**config.mk**
```make
export PLATFORM = sky130hd
export DESIGN_NAME = dsm_dac
export DESIGN_NICKNAME = d
export VERILOG_FILES = /design/src/rtl/dsm_pkg.sv /design/src/rtl/dsm_delta.sv /design/src/rtl/dsm_sigma.sv /design/src/rtl/dsm_outreg.sv /design/src/rtl/dsm_dac.sv
export SDC_FILE = /design/constraint.sdc
export NUM_CORES = 1
export LEC_CHECK = 0
export CAP_MARGIN = 0
export CORE_MARGIN = 4
export CORE_UTILIZATION = 45
export DETAILED_ROUTE_END_ITERATION = 12
export DONT_BUFFER_PORTS = 1
export GPL_TIMING_DRIVEN = 1
export HOLD_SLACK_MARGIN = 0.06
export PLACE_DENSITY = 0.65
export SLEW_MARGIN = 20
export SYNTH_ARGS = -nofsm -noshare
export SYNTH_HDL_FRONTEND = slang
export SYNTH_HIERARCHICAL = 1
export SYNTH_SLANG_ARGS = --single-unit
```
**constraint.sdc**
```tcl
create_clock -name clk -period 3.5 [get_ports clk]
set_clock_uncertainty 0.05 [all_clocks]
set_input_delay 0.7 -clock clk [delete_from_list [all_inputs] [get_ports clk]]
set_output_delay 0.7 -clock clk [all_outputs]
set_load 0.01 [all_outputs]
```
**src/rtl/dsm_pkg.sv**
```systemverilog
package dsm_pkg;
    // Guard bits added above the code so the feedback word can hold -full scale.
    localparam int GUARD_W = 2;

    function automatic int acc_width(input int code_w);
        return code_w + GUARD_W;
    endfunction
endpackage

```
**src/rtl/dsm_delta.sv**
```systemverilog
module dsm_delta #(
    parameter int CODE_W = 14,
    localparam int ACC_W = dsm_pkg::acc_width(CODE_W)
) (
    input  logic [CODE_W-1:0] code_i,
    input  logic              fb_i,
    output logic [ACC_W-1:0]  delta_o
);
    import dsm_pkg::*;

    typedef struct packed {
        logic [ACC_W-1:0] code_ext;
        logic [ACC_W-1:0] fb_word;
    } opnd_t;

    opnd_t op;

    always_comb begin
        op.code_ext = {{GUARD_W{1'b0}}, code_i};
        op.fb_word  = {{GUARD_W{fb_i}}, {CODE_W{1'b0}}};
        delta_o     = op.code_ext + op.fb_word;
    end
endmodule

```
**src/rtl/dsm_sigma.sv**
```systemverilog
module dsm_sigma #(
    parameter int ACC_W = 16
) (
    input  logic             clk,
    input  logic             rst,
    input  logic [ACC_W-1:0] delta_i,
    output logic [ACC_W-1:0] acc_o,
    output logic             msb_o
);
    typedef struct packed {
        logic [ACC_W-1:0] acc;
    } sig_t;

    sig_t s_d, s_q;

    always_comb begin
        s_d     = s_q;
        s_d.acc = s_q.acc + delta_i;
    end

    always_ff @(posedge clk) begin
        if (rst) s_q <= '0;
        else     s_q <= s_d;
    end

    assign acc_o = s_q.acc;
    assign msb_o = s_q.acc[ACC_W-1];


    no_wrap_chk: assert property (@(posedge clk) disable iff (rst)
        s_q.acc[ACC_W-1 -: 2] != 2'b11);
endmodule

```
**src/rtl/dsm_outreg.sv**
```systemverilog
module dsm_outreg (
    input  logic clk,
    input  logic rst,
    input  logic bit_i,
    output logic bit_o
);
    typedef struct packed {
        logic pdm;
    } out_t;

    out_t o_d, o_q;

    always_comb begin
        o_d     = o_q;
        o_d.pdm = bit_i;
    end

    always_ff @(posedge clk) begin
        if (rst) o_q <= '0;
        else     o_q <= o_d;
    end

    assign bit_o = o_q.pdm;


    out_follow_chk: assert property (@(posedge clk) disable iff (rst)
        !$past(rst) |-> bit_o == $past(bit_i));

    out_reset_chk: assert property (@(posedge clk)
        $past(rst) |-> !bit_o);
endmodule

```
**src/rtl/dsm_dac.sv**
```systemverilog
module dsm_dac #(
    parameter int CODE_W = 14
) (
    input  logic              clk,
    input  logic              rst,
    input  logic [CODE_W-1:0] code_i,
    output logic              pdm_o
);
    localparam int ACC_W = dsm_pkg::acc_width(CODE_W);
    localparam logic [ACC_W-1:0] FULL_SCALE = ACC_W'(1) << CODE_W;

    logic [ACC_W-1:0] delta_w;
    logic [ACC_W-1:0] acc_w;
    logic             msb_w;
    logic [ACC_W-1:0] code_ext_w;

    dsm_delta #(.CODE_W(CODE_W)) u_delta (
        .code_i  (code_i),
        .fb_i    (msb_w),
        .delta_o (delta_w)
    );

    dsm_sigma #(.ACC_W(ACC_W)) u_sigma (
        .clk     (clk),
        .rst     (rst),
        .delta_i (delta_w),
        .acc_o   (acc_w),
        .msb_o   (msb_w)
    );

    dsm_outreg u_out (
        .clk   (clk),
        .rst   (rst),
        .bit_i (msb_w),
        .bit_o (pdm_o)
    );

    assign code_ext_w = ACC_W'(code_i);


    step_low_chk: assert property (@(posedge clk) disable iff (rst)
        !acc_w[ACC_W-1] |=> acc_w == $past(acc_w) + $past(code_ext_w));

    step_high_chk: assert property (@(posedge clk) disable iff (rst)
        acc_w[ACC_W-1] |=> acc_w == $past(acc_w) + $past(code_ext_w) - FULL_SCALE);

    acc_reset_chk: assert property (@(posedge clk)
        $past(rst) |-> acc_w == '0);
endmodule

```
# [After elaboration in Yosys (flattened, before gate mapping)]
# Cells that the tools add are included.
[word_totals] regBits=17 out_inout_bits=1
[classes] n_addsub=2
[op_table] op="adder 15 x 15 -> 16 bit" count=1
[op_table] op="adder 16 bit" count=1

# [Depth between registers and ports, before layout]
[depth] depth_word=2 depth_mapped=8 mapped_depth_nobuf=7

# [Hierarchy]
# Netlist, hierarchy kept.
[modules_own_cells] mod="dsm_sigma" cells_per_inst=129 instances=1 area_each_um2=1168.6
[modules_own_cells] mod="dsm_delta" cells_per_inst=16 instances=1 area_each_um2=120.1
[modules_own_cells] mod="dsm_outreg" cells_per_inst=2 instances=1 area_each_um2=33.8

# [Worst setup path after synthesis]
# OpenSTA, ideal clock, no wires.
[synth_timing] path_kind="input to register" from="input port code_i[0]" to="register u_sigma.s_q, in the netlist u_sigma/acc_o[10]" setup_time_ps=123 arrival_time_ps=2649 t_required_ps=3327 stages=8 setup_slack_ps=677 path_cell_list="buf_4 -> ha_1 -> fa_1 -> a21o_2 -> a311oi_2 -> nor2_2 -> a311oi_2 -> mux2_1"
[synth_via] elab_chain_len=2
[synth_lines] element="start: declaration" line="dsm_dac.sv:6" source="input logic [CODE_W-1:0] code_i,"
[synth_lines] element="adder 15 x 15 -> 16 bit" line="dsm_delta.sv:21" source="delta_o = op.code_ext + op.fb_word;"
[synth_lines] element="adder 16 bit" line="dsm_sigma.sv:18" source="s_d.acc = s_q.acc + delta_i;"
[synth_lines] element="end signal: assignment" line="dsm_sigma.sv:22" source="if (rst) s_q <= '0;"
[synth_lines] element="end signal: assignment" line="dsm_sigma.sv:23" source="else s_q <= s_d;"
[synth_lines] element="end: declaration" line="dsm_sigma.sv:14" source="sig_t s_d, s_q;"
# No other way between the ends.
# A chain may end at the register's enable or synchronous reset.

# [Final worst setup path]
# Same ends and word-level chain as after synthesis.

==> reports/results.txt <==
Final hold analysis gives a worst-case slack of 0.404 ns. In this design, the critical path's most frequently occurring cell is a311oi_2. The total clock buffers created by CTS was 3. The endpoint class of the critical path is a register. The run gives 146 as the number of instances in the synthesized netlist. The tools report the highest achievable clock rate as 398 MHz. The cell area that synthesis handed to floorplanning was 1320 µm². At the worst endpoint, the required time is 3.64 ns. The maximum buffer depth of the clock tree is 2. The standard cell with the maximum stage delay on the critical path was fa_1. Entering global routing, the biggest net connects 24 pins. The tools report the die area as 3850 µm².

The logs give 842 for the via count of the first global-routing pass and 0.30 ns for the clock latency on the worst-skew pair. The delay of the slowest cell on the worst path is 0.42 ns. The clock transition at the register clock pins on the worst setup and hold paths after CTS is 0.11 ns. Iteration-0 DRC count of the detailed router: 8. Global routing used 12.5% of the available tracks across all layers. For the total nets after synthesis, the log shows 178. The tools report the starting density of the core as 47.3%.

The core area came out at 2780 µm². The sum of buffers and inverters on the critical path is 0. The run finished with clean final reports. The post-layout net count was 164. Actual slew at the worst max-slew pin: 0.373 ns. Max-cap violations in this run came to 0. The vertical die dimension came out at 62.1 µm.

In this run the count of I/O pins placed on the die edge is 17. During synthesis, Yosys emitted a total of 6 warnings. In this run the worst setup path begins at code_i[0]. The detail route stage leaves a number of antenna-violating nets equal to 0. TritonCTS built the clock tree. In the final layout, the multi-input gates occupy 842 µm².

Of all nets on the critical path, the largest fanout is 3. The leakage power is 0.573 nW. The logs give 0 ns for the total negative slack and 0 for the sum of overflow across all layers after global routing.

For the number of antenna violations at the first check in global routing, the log shows 0. The half-perimeter wire length after detailed placement came out at 1.66 mm. The tree is rooted in a clkbuf_4. For the standard-cell row count, the log shows 19.

The area growth from synthesis to layout is -5.04%. The wire length per cell after detailed routing was 13.4 µm; the maximum resistive drop on vdd was 353 µV. Width of the die: 62.1 µm. Averaged over all synthesized cells, the footprint is 9.01 µm².

The clock net in this run drives a total of 17 sinks. The number of buffers inserted by port buffering works out to 0. Broken down by cell family, the worst path's largest delay share belongs to compound AO/OA/AOI/OAI gates. The power density over cell area is 815 nW/µm², and the arrival time of the worst setup path is 2.65 ns. The per-cell via count in the routed design was 5.65. Setup repair after global routing left no endpoint under its margin.

The clock period minus final worst setup slack is 2.51 ns, and the headroom to the max-slew limit is 75.1%. Post-CTS setup repair buffer count: 0. For the final count of hold timing violations, the log shows 0. OpenSTA, run right after detailed placement, puts the worst setup slack at 0.673 ns.

After clock tree synthesis, the repair step resized 0 gates. The via total after detailed routing came out at 915. The first global-routing pass estimated 3.53 mm of wire. Of the available clock period, the critical path in the final layout requires 71.8%. The slack of the worst reg-to-reg path was 1.07 ns; the count of hold buffers inserted by post-cts repair was 0.

The critical path is of the in2reg type. The final max-slew violation count was 0. The critical path goes through ha_1, fa_1, a21o_2, a311oi_2, nor2_2, a311oi_2, mux2_1.

The fraction of final layout cells sized beyond drive strength 1 works out to 13.0%. H-tree depth: 1. Fill cells in the final layout number 287.

For the antenna diode instance count, the log shows 0. STA classifies the critical path startpoint as a primary input. For this run, the detailed router's first-pass iteration total came to 4. The tools report the final wirelength as 2.17 mm. At the end of routability-driven placement, the weighted congestion stood at 0.753. The startpoint identified for the worst hold timing path is rst. The startpoint identified for the worst register-to-register timing path is u_sigma/acc_o[0]$_SDFF_PP0_.

The register cell area after layout is 340 µm². The min-delay analysis places its worst path in the category in2reg. After detailed routing, the number of remaining DRC violations is 0. Setup violations remaining at the end of the flow were counted as 0. Smallest setup slack after layout: 0.986 ns.
cells in the final DEF (no fill, tap or decap), drive strengths merged:
| cell | instances |
|---|---|
| nor2 | 17 |
| fa | 1 |
| a22oi | 1 |
| a21oi | 11 |
| a31o | 2 |
| a41o | 1 |
| nor3 | 4 |
| xnor2 | 3 |
| ha | 15 |
| a211o | 1 |
| nand3 | 1 |
| a311oi | 3 |
| and3 | 2 |
| o21bai | 1 |
| o21ai | 5 |
| nand2 | 6 |
| xor2 | 4 |
| a21o | 8 |
| o21a | 1 |
| and2 | 1 |
| a31oi | 1 |
| nor2b | 10 |
| dfxtp | 17 |
| clkbuf | 3 |
| clkinv | 1 |
| a221oi | 1 |
| o211a | 1 |
| mux2 | 6 |
| nor3b | 1 |
| o211ai | 2 |
sequential cells by signal (all words and copies together), names as in the netlist:
register	flops
u_out/bit_o	1
u_sigma/acc_o	16
layer usage:
metal,GRT usage (%),up-vias,part of all wire (%)
met3,2.48,4,4.7
met5,0,-,0
met1,15.6,420,49
li1,-,480,-
met2,19.8,11,44
met4,7.27,0,2.4
worst paths after layout:
| kind | end | cells after the start |
|---|---|---|
| setup / recovery | u_sigma/acc_o[10]$_SDFF_PP0_ | 7 |
| hold / removal | u_sigma/acc_o[1]$_SDFF_PP0_ | 1 |
| setup reg to reg | u_sigma/acc_o[10]$_SDFF_PP0_ | 7 |
| hold reg to reg | u_out/bit_o$_SDFF_PP0_ | 1 |
worst register-to-register path: stages, from the launching register on:
cell	delay [ns]
dfxtp_1	0.32
ha_1	0.21
fa_1	0.42
a21o_2	0.25
a311oi_2	0.33
nor2_2	0.12
a311oi_2	0.28
mux2_1	0.34
cell type report:
class,count,share of cell area [%]
tap,31,3.11
sequential,17,27.3
multi-input combinational,110,67.4
clock buffer,3,1.80
clock inverter,1,0.401
power by group:
group / switching [mW] / internal, mW / total (mW) / leakage, nW
clock network: 0.0665 / 0.0426 / 0.109 / 0.0177
registers: 0.0260 / 0.270 / 0.296 / 0.141
logic: 0.320 / 0.293 / 0.613 / 0.414
stage by stage:
step / cell area, µm² / utilization [%] / total power [mW] / cells
3_5_place_dp: 1220 / 43.9 / 0.915 / 158
4_1_cts: 1250 / 44.9 / 1.03 / 162
6_report: 1250 / 44.9 / 1.02 / 162
2_1_floorplan: 1320 / - / 0.842 / 146
5_1_grt: 1250 / 44.9 / 1.12 / 162
3_3_place_gp: 1220 / 43.9 / 0.900 / 158
(Power assumes the default switching activity.)
